### config.mk
export PLATFORM = sky130hd
export DESIGN_NAME = tclk_gen
export DESIGN_NICKNAME = d
export VERILOG_FILES = /design/src/rtl/tclk_pkg.sv /design/src/rtl/tclk_prescaler.sv /design/src/rtl/tclk_edge_sync.sv /design/src/rtl/tclk_select.sv /design/src/rtl/tclk_gen.sv
export SDC_FILE = /design/constraint.sdc
export NUM_CORES = 1
export LEC_CHECK = 0
export ABC_AREA = 0
export BUFFER_PORTS_ARGS = -buffer_cell sky130_fd_sc_hd__buf_2
export CAP_MARGIN = 20
export CELL_PAD_IN_SITES_DETAIL_PLACEMENT = 1
export CELL_PAD_IN_SITES_GLOBAL_PLACEMENT = 2
export CORE_MARGIN = 2
export CORE_UTILIZATION = 36
export CTS_CLUSTER_DIAMETER = 150
export DETAILED_ROUTE_END_ITERATION = 12
export PLACE_DENSITY_LB_ADDON = 0.1
export SLEW_MARGIN = 20
export SYNTH_ARGS = -nofsm -noshare
export SYNTH_HDL_FRONTEND = slang
export SYNTH_HIERARCHICAL = 1
export SYNTH_SLANG_ARGS = --single-unit
### constraint.sdc
create_clock -name clk -period 2 [get_ports clk]
set_input_delay 0.4 -clock clk [delete_from_list [all_inputs] [get_ports clk]]
set_output_delay 0.4 -clock clk [all_outputs]
set_load 0.005 [all_outputs]
### src/rtl/tclk_pkg.sv
package tclk_pkg;

  typedef enum logic [2:0] {
    CS_STOP     = 3'b000,
    CS_DIV1     = 3'b001,
    CS_DIV8     = 3'b010,
    CS_DIV64    = 3'b011,
    CS_DIV256   = 3'b100,
    CS_DIV1024  = 3'b101,
    CS_EXT_FALL = 3'b110,
    CS_EXT_RISE = 3'b111
  } clk_sel_e;

  localparam int NUM_TAPS = 4;

  // log2 of the division ratio for each prescaler tap, in code order.
  function automatic int tap_shift(int idx);
    case (idx)
      0:       return 3;
      1:       return 6;
      2:       return 8;
      default: return 10;
    endcase
  endfunction

  // Tap index used by a divided select code (codes 010..101).
  function automatic int code_to_tap(clk_sel_e code);
    return int'(code) - int'(CS_DIV8);
  endfunction

endpackage

### src/rtl/tclk_prescaler.sv
module tclk_prescaler
  import tclk_pkg::*;
#(
  parameter int PRE_W = 10
) (
  input  logic                clk,
  input  logic                rst_n,
  input  logic                clr_i,
  output logic [NUM_TAPS-1:0] tap_o
);

  logic [PRE_W-1:0] cnt_q;

  // Free-running; the clear only resets the phase.
  always_ff @(posedge clk or negedge rst_n) begin
    if (!rst_n)     cnt_q <= '0;
    else if (clr_i) cnt_q <= '0;
    else            cnt_q <= cnt_q + 1'b1;
  end

  for (genvar g = 0; g < NUM_TAPS; g++) begin : g_tap
    localparam int SH = tap_shift(g);
    if (SH > PRE_W) begin : g_bad
      initial $error("prescaler width below tap %0d", g);
      assign tap_o[g] = 1'b0;
    end else begin : g_ok
      assign tap_o[g] = &cnt_q[SH-1:0];
    end
  end

  AST_CLR_PHASE: assert property (@(posedge clk) disable iff (!rst_n)
    clr_i |=> (cnt_q == '0));

  for (genvar g = 1; g < NUM_TAPS; g++) begin : g_nest
    AST_TAP_NESTED: assert property (@(posedge clk) disable iff (!rst_n)
      tap_o[g] |-> tap_o[g-1]);
  end

endmodule

### src/rtl/tclk_edge_sync.sv
module tclk_edge_sync #(
  parameter int SYNC_STAGES = 2
) (
  input  logic clk,
  input  logic rst_n,
  input  logic pin_i,
  output logic rise_o,
  output logic fall_o
);

  localparam int LAST = SYNC_STAGES - 1;

  logic [SYNC_STAGES-1:0] sync_q;
  logic                   prev_q;

  always_ff @(posedge clk or negedge rst_n) begin
    if (!rst_n) begin
      sync_q <= '0;
      prev_q <= 1'b0;
    end else begin
      sync_q <= {sync_q[SYNC_STAGES-2:0], pin_i};
      prev_q <= sync_q[LAST];
    end
  end

  assign rise_o =  sync_q[LAST] & ~prev_q;
  assign fall_o = ~sync_q[LAST] &  prev_q;

  AST_EDGE_EXCL: assert property (@(posedge clk) disable iff (!rst_n)
    !(rise_o && fall_o));

  AST_RISE_SINGLE: assert property (@(posedge clk) disable iff (!rst_n)
    rise_o |=> !rise_o);

  AST_FALL_SINGLE: assert property (@(posedge clk) disable iff (!rst_n)
    fall_o |=> !fall_o);

endmodule

### src/rtl/tclk_select.sv
module tclk_select
  import tclk_pkg::*;
(
  input  logic                clk,
  input  logic                rst_n,
  input  logic [2:0]          sel_i,
  input  logic [NUM_TAPS-1:0] tap_i,
  input  logic                rise_i,
  input  logic                fall_i,
  output logic                en_o
);

  clk_sel_e sel_q;

  always_ff @(posedge clk or negedge rst_n) begin
    if (!rst_n) sel_q <= CS_STOP;
    else        sel_q <= clk_sel_e'(sel_i);
  end

  always_comb begin
    unique case (sel_q)
      CS_STOP:     en_o = 1'b0;
      CS_DIV1:     en_o = 1'b1;
      CS_DIV8,
      CS_DIV64,
      CS_DIV256,
      CS_DIV1024:  en_o = tap_i[code_to_tap(sel_q)];
      CS_EXT_FALL: en_o = fall_i;
      CS_EXT_RISE: en_o = rise_i;
      default:     en_o = 1'b0;
    endcase
  end

endmodule

### src/rtl/tclk_gen.sv
module tclk_gen
  import tclk_pkg::*;
#(
  parameter int PRE_W       = 10,
  parameter int SYNC_STAGES = 2
) (
  input  logic       clk,
  input  logic       rst_n,
  input  logic [2:0] clk_sel_i,
  input  logic       ext_clk_i,
  input  logic       pre_clr_i,
  output logic       cnt_en_o
);

  logic [NUM_TAPS-1:0] tap_w;
  logic                ext_rise_w;
  logic                ext_fall_w;

  tclk_prescaler #(.PRE_W(PRE_W)) u_pre (
    .clk   (clk),
    .rst_n (rst_n),
    .clr_i (pre_clr_i),
    .tap_o (tap_w)
  );

  tclk_edge_sync #(.SYNC_STAGES(SYNC_STAGES)) u_sync (
    .clk    (clk),
    .rst_n  (rst_n),
    .pin_i  (ext_clk_i),
    .rise_o (ext_rise_w),
    .fall_o (ext_fall_w)
  );

  tclk_select u_sel (
    .clk    (clk),
    .rst_n  (rst_n),
    .sel_i  (clk_sel_i),
    .tap_i  (tap_w),
    .rise_i (ext_rise_w),
    .fall_i (ext_fall_w),
    .en_o   (cnt_en_o)
  );

  AST_STOP_SILENT: assert property (@(posedge clk) disable iff (!rst_n)
    (clk_sel_i == CS_STOP) |=> !cnt_en_o);

  AST_FULL_RATE: assert property (@(posedge clk) disable iff (!rst_n)
    (clk_sel_i == CS_DIV1) |=> cnt_en_o);

  AST_RISE_MODE_SOURCE: assert property (@(posedge clk) disable iff (!rst_n)
    (clk_sel_i == CS_EXT_RISE) |=> (cnt_en_o == ext_rise_w));

  AST_FALL_MODE_SOURCE: assert property (@(posedge clk) disable iff (!rst_n)
    (clk_sel_i == CS_EXT_FALL) |=> (cnt_en_o == ext_fall_w));

endmodule

==> summary.txt <==
Worst setup path
  – Worst path max stage delay: approximately 0.39 ns
  – Worst path cell trace: ha_2, and4_4, and2_4, mux2_1, a2bb2oi_1, a21oi_1, buf_2
  – Setup crit start kind: flip-flop
  – Crit path max-delay cell type: dfrtp_1
  – Crit path buf inv count: 1
  – CP max FO: 4
  – WP data arrival: 1.79 ns
  – Worst Setup End Kind: output pin
  – WS Path Type: flip-flop to output pin
  – Worst setup path startpoint: u_pre/cnt_q[1]
  – Worst Path Required: 1.60 ns
  – Crit Reg-Reg Startpoint: u_pre/cnt_q[0]
  – Crit-path leading delay family: flip-flops
  – Register-to-register setup slack: 0.49 ns

Global route
  – Met3 Usage GRT: 3.68%
  – Largest net degree at the start of global routing: 17
  – Gr ovfl total: 0
  – GR Util met1: 18.0%
  – Total track usage: 14.8%
  – GR Layer Usage met2: 25.2%
  – Initial antenna violation count: 0
  – Vias in the first global route: 616
  – Wire length of the first global-routing pass: 2660 um
  – Most Used Layer, Global Route: met2

Layout
  – Final core utilization: 46.4%
  – Layout Nets: 94
  – Layout fillers: between 200 and 250
  – Most frequent cells in the layout: 16 x dfrtp_1, 7 x buf_2, 7 x buf_4, 6 x nor2_1, 5 x nand3_1
  – Sequential cell area: 400 um2
  – Synth-to-Final Area Change: 22.6%
  – N_diodes: 0
  – Commonest non-fill, non-tap cell in the layout: dfrtp_1
  – Multi-input logic area: 352 um2
  – Share of layout cells above drive strength 1: 33.7%

Floorplan
  – Initial Util: between 30% and 40%
  – Die width: 49.4 um
  – Ports: 8
  – Row cnt: 16
  – Die Ht: a little under 50 um
  – Core Region: around 2000 um2
  – Die Footprint: 2440 um2

Placed design
  – Input/output buffers: 7
  – Gpl congestion: about 0.77
  – Detailed placer's ending HPWL: ~1100 um

Power
  – Pleak: 0.421 nW
  – PwrDens: approximately 670 nW/um2
  – VDD IR max: between 0.4 and 0.5 mV
  – Tot Pwr: 609 uW

Yosys
  – Ys async rst share: between 90% and 100%
  – Synth area leaders: dfrtp_1 54%, ha_1 5.1%, nand3_1 3.4%
  – Post-synthesis cell type count: 28
  – Post-synthesis register bit count: 16
  – Sequential area share after synthesis: a little over half
  – Post-Syn Area: 742 um2
  – Synth area leader: dfrtp_1
  – Synth top area share: between 50 and 60%
  – Ys flop type: dfrtp_1
  – Syn Area/Cell: approximately 11 um2
  – Post-synth EDFFs: 0
  – Mapped Cells: 66
  – Warnings from Yosys: 6
  – Net count after synthesis: 76

Routing
  – # DRC: 0
  – Drt initial violations: 7
  – DRT antenna net count: 0
  – Routed WL: 1480 um
  – Vias/cell: 5.13
  – Drt pass-1 iters: 3
  – Via count: roughly 560
  – Drt wl/cell: 13.4 um

STA
  – Worst Tran Pin Value: around 0.36 ns
  – Hold Worst Slack: 0.00978 ns
  – Slew Viols, Final: 0
  – RSZ-0062 raised after global routing: true
  – Final setup fails: 1
  – Relative slew slack: 76.0%
  – Period minus WS final: roughly 2.2 ns
  – Clock skew: 0.00620 ns
  – Period utilization: 110%
  – Final worst setup slack: -0.191 ns
  – Fmax: 456 MHz
  – Final Hold Vio Count: 0

Clock network
  – Hold buffer count at CTS: 0
  – Clock sinks: 16
  – Root Buffer: clkbuf_4
  – Clock-pin slew on the worst setup and hold paths: 0.10 ns
  – Htree depth: 1
  – CTS tree: done
  – Deepest clock path buffer count: 2
  – Clk Latency, worst-skew pair: 0.28 ns
  – Cts bufs inserted: 3

Outcome
  – Failing checks: negative setup slack
  – Status: finished, violations left

Worst hold path
  – Hold Crit Class: input port to asynchronous set/reset pin

Job
  – Max Cap Viol: 0
-- state kept, by name, summed over array words and instances (netlist names) --
signal and count:
u_sel/sel_q 3, u_sync/sync_q 2, u_pre/cnt_q 10, u_sync/prev_q 1
-- path summary, 6_finish.rpt --
check,to,cells past startpoint
max,cnt_en_o,7
min,u_pre/cnt_q[1],1
max reg2reg,u_pre/cnt_q[8],5
min reg2reg,u_sync/sync_q[1],0
max in group asynchronous,u_pre/cnt_q[0],1
min in group clk,u_sel/sel_q[2],1
-- logic make-up (layout without fill, tap and decap cells) --
kind of cell / after synthesis / in the layout / synth area share, %
flip-flops: 16 / 16 / 54.0
AO/OA/AOI/OAI: 12 / 12 / 10.1
multiplexers: 3 / 3 / 4.38
XOR/XNOR: 2 / 2 / 2.36
adder cells (fa/ha/maj): 3 / 3 / 5.06
AND/OR/NAND/NOR: 29 / 29 / 23.1
buffers and inverters: 1 / 18 / 1.01
-- layout make-up --
| cell class | count | area share [%] |
|---|---|---|
| flip-flops and latches | 16 | 44.0 |
| multi-input cells | 49 | 38.7 |
| repair buffers | 14 | 9.63 |
| clock buffers | 4 | 3.99 |
| well taps | 27 | 3.71 |
-- through the flow --
stage | cells | setup TNS, ns | setup slack, ns | area, um2
floorplan | 66 | 0 | 0.0607 | 742
global placement | 106 | -0.0335 | -0.0335 | 856
detailed placement | 106 | -0.0578 | -0.0578 | 856
CTS | 110 | -0.201 | -0.201 | 910
global route | 110 | -0.336 | -0.336 | 910
finish | 110 | -0.191 | -0.191 | 910
-- cell usage after synthesis, types with 2 or more instances --
master and instances:
dfrtp_1 16, nand3_1 5, nor2b_1 4, ha_1 3, o21ai_0 4, xor2_1 2
a21oi_1 4, nand2_1 3, nor2_1 6
-- metal layers --
layer | wire (um) | vias up | part of all wire, %
met1 | 662 | 285 | 45
li1 | - | 272 | -
met2 | 772 | 5 | 52
met5 | 0 | - | 0
met3 | 33 | 2 | 2.2
met4 | 8 | 0 | 0.54
-- power breakdown --
group	leakage, nW	internal, mW	switching (mW)
registers	0.207	0.334	0.00754
clock network	0.0210	0.111	0.102
logic	0.193	0.0267	0.0279
total	0.421	0.472	0.137
-- timing repair --
action,4_1_cts,5_1_grt
setup buffers,0,0
pin swaps,5,0
endpoints found under the setup margin,1,1
resized for setup,5,0
No activity file was read; power rests on OpenSTA's default activity.
